$ cat src/rtl/sb_pkg.sv
package sb_pkg;
  typedef enum logic [1:0] {
    LK_MISS = 2'd0,
    LK_HIT  = 2'd1,
    LK_PART = 2'd2
  } lk_t;
endpackage

$ cat src/rtl/sb_lane_merge.sv
module sb_lane_merge #(
  parameter int DW = 32,
  localparam int NB = DW / 8
) (
  input  logic [DW-1:0] old_data,
  input  logic [NB-1:0] old_be,
  input  logic [DW-1:0] new_data,
  input  logic [NB-1:0] new_be,
  output logic [DW-1:0] mrg_data,
  output logic [NB-1:0] mrg_be
);
  for (genvar i = 0; i < NB; i++) begin : g_lane
    assign mrg_data[8*i +: 8] = new_be[i] ? new_data[8*i +: 8] : old_data[8*i +: 8];
  end
  assign mrg_be = old_be | new_be;
endmodule

$ cat src/rtl/sb_queue.sv
module sb_queue #(
  parameter int DEPTH = 8,
  parameter int AW = 30,
  parameter int DW = 32,
  localparam int NB = DW / 8,
  localparam int PW = $clog2(DEPTH)
) (
  input  logic                      clk,
  input  logic                      rst_n,
  input  logic                      wr,
  input  logic [AW-1:0]             wr_addr,
  input  logic [DW-1:0]             wr_data,
  input  logic [NB-1:0]             wr_be,
  input  logic                      pop,
  output logic [DEPTH-1:0][AW-1:0]  q_addr,
  output logic [DEPTH-1:0][DW-1:0]  q_data,
  output logic [DEPTH-1:0][NB-1:0]  q_be,
  output logic [PW-1:0]             head_ptr,
  output logic [PW:0]               count
);
  localparam logic [PW:0]   FULL_CNT = (PW+1)'(DEPTH);
  localparam logic [PW:0]   ONE_CNT  = (PW+1)'(1);
  localparam logic [PW-1:0] LAST_IX  = PW'(DEPTH - 1);

  logic [PW-1:0] hd, tl, nw;
  logic [PW:0]   cnt;
  logic          merge_ok, alloc;
  logic [DW-1:0] mrg_data;
  logic [NB-1:0] mrg_be;

  // newest entry index, wrapping for any depth
  assign nw       = (tl == '0) ? LAST_IX : tl - 1'b1;
  // merge only when the newest entry is not the head being offered
  assign merge_ok = (cnt > ONE_CNT) && (q_addr[nw] == wr_addr);
  assign alloc    = wr && !merge_ok;

  sb_lane_merge #(.DW(DW)) u_merge (
    .old_data (q_data[nw]),
    .old_be   (q_be[nw]),
    .new_data (wr_data),
    .new_be   (wr_be),
    .mrg_data (mrg_data),
    .mrg_be   (mrg_be)
  );

  always_ff @(posedge clk) begin
    if (!rst_n) begin
      hd  <= '0;
      tl  <= '0;
      cnt <= '0;
    end else begin
      if (alloc) tl <= (tl == LAST_IX) ? '0 : tl + 1'b1;
      if (pop)   hd <= (hd == LAST_IX) ? '0 : hd + 1'b1;
      unique case ({alloc, pop})
        2'b10:   cnt <= cnt + 1'b1;
        2'b01:   cnt <= cnt - 1'b1;
        default: cnt <= cnt;
      endcase
    end
  end

  always_ff @(posedge clk) begin
    if (wr) begin
      if (merge_ok) begin
        q_data[nw] <= mrg_data;
        q_be[nw]   <= mrg_be;
      end else begin
        q_addr[tl] <= wr_addr;
        q_data[tl] <= wr_data;
        q_be[tl]   <= wr_be;
      end
    end
  end

  assign head_ptr = hd;
  assign count    = cnt;

  a_r8_no_overflow: assert property (@(posedge clk) disable iff (!rst_n)
    cnt <= FULL_CNT);

  a_r3_merge_keeps_level: assert property (@(posedge clk) disable iff (!rst_n)
    wr && merge_ok && !pop |=> cnt == $past(cnt));

  a_r4_alloc_grows_level: assert property (@(posedge clk) disable iff (!rst_n)
    alloc && !pop |=> cnt == $past(cnt) + 1'b1);
endmodule

$ cat src/rtl/sb_lookup.sv
module sb_lookup #(
  parameter int DEPTH = 8,
  parameter int AW = 30,
  parameter int DW = 32,
  localparam int NB = DW / 8,
  localparam int PW = $clog2(DEPTH)
) (
  input  logic [DEPTH-1:0][AW-1:0] q_addr,
  input  logic [DEPTH-1:0][DW-1:0] q_data,
  input  logic [DEPTH-1:0][NB-1:0] q_be,
  input  logic [PW-1:0]            head_ptr,
  input  logic [PW:0]              count,
  input  logic                     ld_valid,
  input  logic [AW-1:0]            ld_addr,
  input  logic [NB-1:0]            ld_be,
  output sb_pkg::lk_t              result,
  output logic [DW-1:0]            fwd_data
);
  logic          found;
  logic [DW-1:0] sel_data;
  logic [NB-1:0] sel_be;
  logic [PW-1:0] ix;
  int            k;

  // scan oldest to youngest so the last match wins
  always_comb begin
    found    = 1'b0;
    sel_data = '0;
    sel_be   = '0;
    ix       = '0;
    k        = 0;
    for (int i = 0; i < DEPTH; i++) begin
      k = int'(head_ptr) + i;
      if (k >= DEPTH) k = k - DEPTH;
      ix = PW'(k);
      if (((PW+1)'(i) < count) && (q_addr[ix] == ld_addr)) begin
        found    = 1'b1;
        sel_data = q_data[ix];
        sel_be   = q_be[ix];
      end
    end
  end

  always_comb begin
    result   = sb_pkg::LK_MISS;
    fwd_data = '0;
    if (ld_valid && found) begin
      if ((ld_be & ~sel_be) == '0) begin
        result   = sb_pkg::LK_HIT;
        fwd_data = sel_data;
      end else begin
        result = sb_pkg::LK_PART;
      end
    end
  end
endmodule

$ cat src/rtl/store_buffer.sv
module store_buffer #(
  parameter int DEPTH = 8,
  parameter int AW = 30,
  parameter int DW = 32,
  localparam int NB = DW / 8,
  localparam int PW = $clog2(DEPTH)
) (
  input  logic          clk,
  input  logic          rst_n,
  input  logic          st_valid,
  output logic          st_ready,
  input  logic [AW-1:0] st_addr,
  input  logic [DW-1:0] st_data,
  input  logic [NB-1:0] st_be,
  input  logic          ld_valid,
  input  logic [AW-1:0] ld_addr,
  input  logic [NB-1:0] ld_be,
  output logic          ld_hit,
  output logic          ld_stall,
  output logic [DW-1:0] ld_data,
  output logic          cw_valid,
  input  logic          cw_ready,
  output logic [AW-1:0] cw_addr,
  output logic [DW-1:0] cw_data,
  output logic [NB-1:0] cw_be,
  input  logic          fence_req,
  output logic          fence_done,
  output logic          sb_full
);
  localparam logic [PW:0] FULL_CNT = (PW+1)'(DEPTH);

  logic [DEPTH-1:0][AW-1:0] q_addr;
  logic [DEPTH-1:0][DW-1:0] q_data;
  logic [DEPTH-1:0][NB-1:0] q_be;
  logic [PW-1:0]            head_ptr;
  logic [PW:0]              count;
  logic                     st_fire, cw_fire;
  sb_pkg::lk_t              lk;

  assign sb_full    = (count == FULL_CNT);
  assign st_ready   = !sb_full && !fence_req;
  assign st_fire    = st_valid && st_ready;
  assign cw_valid   = (count != '0);
  assign cw_fire    = cw_valid && cw_ready;
  assign fence_done = fence_req && (count == '0);

  sb_queue #(.DEPTH(DEPTH), .AW(AW), .DW(DW)) u_queue (
    .clk      (clk),
    .rst_n    (rst_n),
    .wr       (st_fire),
    .wr_addr  (st_addr),
    .wr_data  (st_data),
    .wr_be    (st_be),
    .pop      (cw_fire),
    .q_addr   (q_addr),
    .q_data   (q_data),
    .q_be     (q_be),
    .head_ptr (head_ptr),
    .count    (count)
  );

  assign cw_addr = q_addr[head_ptr];
  assign cw_data = q_data[head_ptr];
  assign cw_be   = q_be[head_ptr];

  sb_lookup #(.DEPTH(DEPTH), .AW(AW), .DW(DW)) u_lookup (
    .q_addr   (q_addr),
    .q_data   (q_data),
    .q_be     (q_be),
    .head_ptr (head_ptr),
    .count    (count),
    .ld_valid (ld_valid),
    .ld_addr  (ld_addr),
    .ld_be    (ld_be),
    .result   (lk),
    .fwd_data (ld_data)
  );

  assign ld_hit   = (lk == sb_pkg::LK_HIT);
  assign ld_stall = (lk == sb_pkg::LK_PART);

  a_r1_accept_fills: assert property (@(posedge clk) disable iff (!rst_n)
    st_fire |=> cw_valid);

  a_r2_hold_write: assert property (@(posedge clk) disable iff (!rst_n)
    cw_valid && !cw_ready |=> cw_valid && $stable(cw_addr) && $stable(cw_data) && $stable(cw_be));

  a_r6_one_outcome: assert property (@(posedge clk) disable iff (!rst_n)
    $onehot0({ld_hit, ld_stall}));

  a_r7_idle_lookup: assert property (@(posedge clk) disable iff (!rst_n)
    !ld_valid |-> !ld_hit && !ld_stall);

  a_r9_fence_no_growth: assert property (@(posedge clk) disable iff (!rst_n)
    fence_req |=> count <= $past(count));
endmodule

$ cat config.mk
export PLATFORM = sky130hd
export DESIGN_NAME = store_buffer
export DESIGN_NICKNAME = d
export VERILOG_FILES = /design/src/rtl/sb_pkg.sv /design/src/rtl/sb_lane_merge.sv /design/src/rtl/sb_queue.sv /design/src/rtl/sb_lookup.sv /design/src/rtl/store_buffer.sv
export SDC_FILE = /design/constraint.sdc
export NUM_CORES = 2
export LEC_CHECK = 0
export BUFFER_PORTS_ARGS = -buffer_cell sky130_fd_sc_hd__buf_4
export CAP_MARGIN = 20
export CORE_ASPECT_RATIO = 0.6
export CORE_MARGIN = 5
export CORE_UTILIZATION = 25
export DETAILED_ROUTE_END_ITERATION = 10
export HOLD_SLACK_MARGIN = 0.02
export PLACE_DENSITY_LB_ADDON = 0.2
export SYNTH_ARGS = -nofsm -noshare
export SYNTH_HDL_FRONTEND = slang
export SYNTH_SLANG_ARGS = --single-unit
$ cat constraint.sdc
create_clock -name clk -period 16.7 [get_ports clk]
set_clock_uncertainty 0.15 [all_clocks]
set_input_delay 1.67 -clock clk [delete_from_list [all_inputs] [get_ports clk]]
set_output_delay 1.67 -clock clk [all_outputs]
set_load 0.01 [all_outputs]
==> results.env <==
FLOORPLAN.INITIALDENSITY=0.2504
MAPPEDNETLISTAREA_UM2=51460
GRT_PASS1_VIAS=42786
REPORT.FINAL.HOLD_VIOL_COUNT=0
FINAL.MIN_CLOCK_PERIOD_PS=10700
CPLARGESTDELAYFAMILY='buffers and inverters'
POST_ROUTE_DRC_VIOLATION_COUNT=0
YOSYSTOPAREACELLSHARE=0.3081
SETUP_TOTAL_NEGATIVE_SLACK_PS=0
TIMING.CRITICAL_PATH.FANOUT_MAX=49
FINAL.FILL_COUNT=21023
MAXSLEWVIOLCOUNT=0
SYN_AVG_CELL_AREA_UM2=11.49
CP.DEPTH=16
DIE_HEIGHT_UM=361.4
FP.DIEW_UM=595.7
DRIVE_GT1_FRAC=0.2747
CTS-RESIZED-GATES=0
LAUNCHING_INSTANCE_OR_PORT_OF_THE_CRITICAL_PATH='u_queue.head_ptr[0]'
SYNTH_SEQ_AREA_SHARE=0.3120
GRT_MAX_DEGREE=98
MAX-SLEW-MARGIN-REL=0.1234
CRIT_BUF_INV=6
WIRE_PER_INST_UM=38.27
WORST_SETUP_PATH_START_KIND='flop'
ROUTE.FINAL.WIRE_LENGTH_MM=277.3
CORE-AREA_UM2=205500
POWER.DENSITY_nW_PER_UM2=120.2
DP_WORST_SETUP_SLACK_PS=6859
TIMING.SETUP.CRITICAL_PATH_CLASS='reg -> out'
GP_CONGESTION=1.079
CTS-BUFFERS-INSERTED=66
SETUP_WS_PS=5998
RR_ENDPOINT='u_queue.q_data[42]'
SYNTHDISTINCTLIBCELLS=89
SYNTH_EDF_COUNT=528
INTPOWER_mW=3.893
TIMING.CRITICAL_PATH.ARRIVAL_PS=8880
SYNTH_CELLS=4477
GRT.OVERFLOW.TOTAL=0
SYNTH_AREA_LEADER_CELL='sky130_fd_sc_hd__edfxtp_1'
PORT-BUFFER-COUNT=209
SLOWEST_STAGE='sky130_fd_sc_hd__xor2_1'
SW_FRAC_OF_TOTAL=0.4409
CTS_HOLD_REPAIR.BUFFERS=0
SYN_NETS=4594
CTS-ROOT-BUF='sky130_fd_sc_hd__clkbuf_16'
REG2REGPATHDEPTH=17
DRV_CAP=0
POSTCTSSETUPREPAIRBUFS=0
FLOORPLAN.ROWS=129
R2R_SETUP_SLACK_PS=6960
POST_DRT_VIA_CELL_RATIO=6.464
POST_DP_HPWL_MM=192.3
MAX_RAIL_DROP_VDD_mV=0.1370
OUTCOME='complete, no violations'
CRITICAL_PATH.CELL_CHAIN='buf_4 > buf_4 > buf_4 > mux4_2 > mux2i_1 > xor2_1 > nand4_1 > nor3_1 > nand3_2 > buf_4 > nand2_2 > buf_4 > a221oi_1 > a221oi_1 > nor4_2 > buf_4'
CTS.SINKS=538
NETLIST_TOP_CELLS_AREA='sky130_fd_sc_hd__edfxtp_1 (31%), sky130_fd_sc_hd__mux4_2 (23%), sky130_fd_sc_hd__mux2i_1 (8.4%), sky130_fd_sc_hd__a22o_1 (4.2%), sky130_fd_sc_hd__xnor2_1 (3.3%)'
POSTSYNTH.ASYNCRESETSHARE=0
COMBPWRFRAC=0.555
CP-END-KIND='output pin'
SYNTH_MOST_COMMON_CELL='sky130_fd_sc_hd__edfxtp_1'
YOSYS_WARNINGS=0
CLOCK_INSERTION_DELAY_WORST_SKEW_PS=710
FINAL_NETS=4546
POWER.SWITCHING_mW=3.070
CP_COMMON_CELL='sky130_fd_sc_hd__buf_4'
POWER.SHARE.SEQUENTIAL=0.224
ANTENNA_FOUND_INITIAL=29
CTS_TREE='yes'
DIE-AREA_UM2=215300
H-TREE-DEPTH=3
SYNTH.FF_LATCH_COUNT=538
GRT_PASS1_WL_MM=375.6
SETUP.WORST_PATH.END='ld_data[27]'
YOSYS_MOST_USED_DFF='sky130_fd_sc_hd__edfxtp_1'
HOLD_CLASS='reg -> reg'
CTS.CLK_SLEW.WORST_PATHS_PS=60
SYNTH.TOP_CELLS.BY_COUNT='sky130_fd_sc_hd__edfxtp_1 (528), sky130_fd_sc_hd__mux4_2 (525), sky130_fd_sc_hd__mux2i_1 (434)'
CP_DATA_REQUIRED_TIME_PS=14880
MAX_SLEW.WORST_PIN.SLEW_PS=1306
GRT_USE_TOTAL=0.2464
ROUTE.VIAS.TOTAL=46838
CRITPATHMAXSTAGEDELAY_PS=910
MAX_FREQ_GHz=0.09344
CTS-ROOT-TO-SINK-BUFFERS=3
RSZ0062_AT_GRT='false'
IOPINCOUNT=210
WORST_R2R_STARTPOINT='u_queue.tl[0]'
FINAL_CLOCK_PERIOD_UTILIZATION_BY_THE_WORST_PATH=0.6409
SYN_TO_FINAL_GROWTH_PCT=12.59
FINAL_SETUP_VIOLATION_COUNT=0
DR.PASS1.ITERS=7
RESIDUAL_ANTENNA_VIOLATING_NET_COUNT_AFTER_DETAILED_ROUTING=0
CLOCK_POWER_SHARE=0.221
P_LEAK_nW=17.48
INITIALDRTVIOLATIONCOUNT=8015
==> layout make-up <==
cell class / instances / area, um^2 / area share
Multi-Input combinational cell: 3431 / 33280 / 0.5745
Sequential cell: 538 / 16070 / 0.2773
Tap cell: 2751 / 3442 / 0.05941
Timing Repair Buffer: 351 / 2746 / 0.04741
Clock buffer: 80 / 1768 / 0.03052
Clock inverter: 40 / 436.7 / 0.007537
Inverter: 41 / 158.9 / 0.002743
Antenna cell: 14 / 35.03 / 0.0006047
==> layout by cell type, fill, tap and decap left out, types with 19 or more instances in the layout <==
cell type                   instances
sky130_fd_sc_hd__nand2b_1          52
sky130_fd_sc_hd__xnor2_1          191
sky130_fd_sc_hd__o221a_2           23
sky130_fd_sc_hd__clkbuf_16         69
sky130_fd_sc_hd__nor2_1           152
sky130_fd_sc_hd__nor4_2            44
sky130_fd_sc_hd__or2_2             23
sky130_fd_sc_hd__nand2_1          369
sky130_fd_sc_hd__o21ai_1           56
sky130_fd_sc_hd__o31ai_1           23
sky130_fd_sc_hd__mux2_2            91
sky130_fd_sc_hd__a221oi_1          74
sky130_fd_sc_hd__nand3_1           91
sky130_fd_sc_hd__a22oi_1           30
sky130_fd_sc_hd__a31oi_1           22
sky130_fd_sc_hd__o22ai_1          201
sky130_fd_sc_hd__o221ai_1          39
sky130_fd_sc_hd__nand4_1           35
sky130_fd_sc_hd__inv_1             23
sky130_fd_sc_hd__buf_4            336
sky130_fd_sc_hd__a22o_1           247
sky130_fd_sc_hd__nor3b_1           19
sky130_fd_sc_hd__mux4_2           525
sky130_fd_sc_hd__nor4_1            36
sky130_fd_sc_hd__nor3_1            64
sky130_fd_sc_hd__xor2_1            62
sky130_fd_sc_hd__a21oi_1          113
sky130_fd_sc_hd__edfxtp_1         528
sky130_fd_sc_hd__or4_1             31
sky130_fd_sc_hd__mux2i_1          434
sky130_fd_sc_hd__o21ai_0           73
==> worst min path at each step <==
stage,start,end,slack (ps),depth (start not counted)
2_1_floorplan,u_queue.count[0],u_queue.count[0],430,2
3_3_place_gp,u_queue.count[0],u_queue.count[0],470,2
3_5_place_dp,u_queue.count[0],u_queue.count[0],470,2
4_1_cts,u_queue.count[0],u_queue.count[0],490,2
5_1_grt,u_queue.count[0],u_queue.count[0],570,2
6_report,u_queue.count[0],u_queue.count[0],490,2
==> worst min-delay path, stage by stage, from the launching register on <==
cell	delay, ps
sky130_fd_sc_hd__dfxtp_1	360
sky130_fd_sc_hd__xnor2_1	140
sky130_fd_sc_hd__and2_1	110
==> through the flow <==
stage / total power, mW / hold WS [ps] / cells / area, um^2 / utilization
after global routing: 7.166 / 566.0 / 7240 / 57920 / 0.2819
after detailed placement: 5.289 / 470.5 / 7103 / 55580 / 0.2705
after CTS: 6.834 / 494.2 / 7223 / 57780 / 0.2812
after floorplan: 4.101 / 429.8 / 4477 / 51460 / -
final: 6.962 / 485.8 / 7246 / 57930 / 0.2820
after global placement: 5.291 / 469.8 / 7087 / 55430 / 0.2698
==> power groups by stage <==
stage	logic, mW	registers, mW	clock network, mW
4_1_cts	3.72	1.56	1.56
3_3_place_gp	3.71	1.59	0
3_5_place_dp	3.70	1.59	0
5_1_grt	3.99	1.56	1.61
6_report	3.87	1.56	1.54
2_1_floorplan	2.55	1.55	0
==> cell families (layout without fill, tap and decap cells) <==
kind of cell             Yosys count  after routing  synth area share
adder cells (fa/ha/maj)           11             11          0.002675
flip-flops                       538            538            0.3120
AND/OR/NAND/NOR                 1028           1028            0.1029
XOR/XNOR                         257            257           0.04389
multiplexers                    1050           1050            0.3341
AO/OA/AOI/OAI                   1085           1085            0.1555
buffers and inverters            508            512           0.04895
other                              0             14                 0
==> state kept, by name, summed over array words and instances (netlist names) <==
register and cells:
u_queue.q_be 32, u_queue.head_ptr 3, u_queue.q_data 256, u_queue.tl 3
u_queue.count 4, u_queue.q_addr 240
==> layer usage <==
layer,vias up,routed length [um],GRT usage
met1,24165,120600,0.3642
met5,-,149,0.001743
met4,18,7752,0.06217
li1,18307,-,-
met3,419,43950,0.1147
met2,3929,104900,0.3160
(Power assumes the default switching activity.)
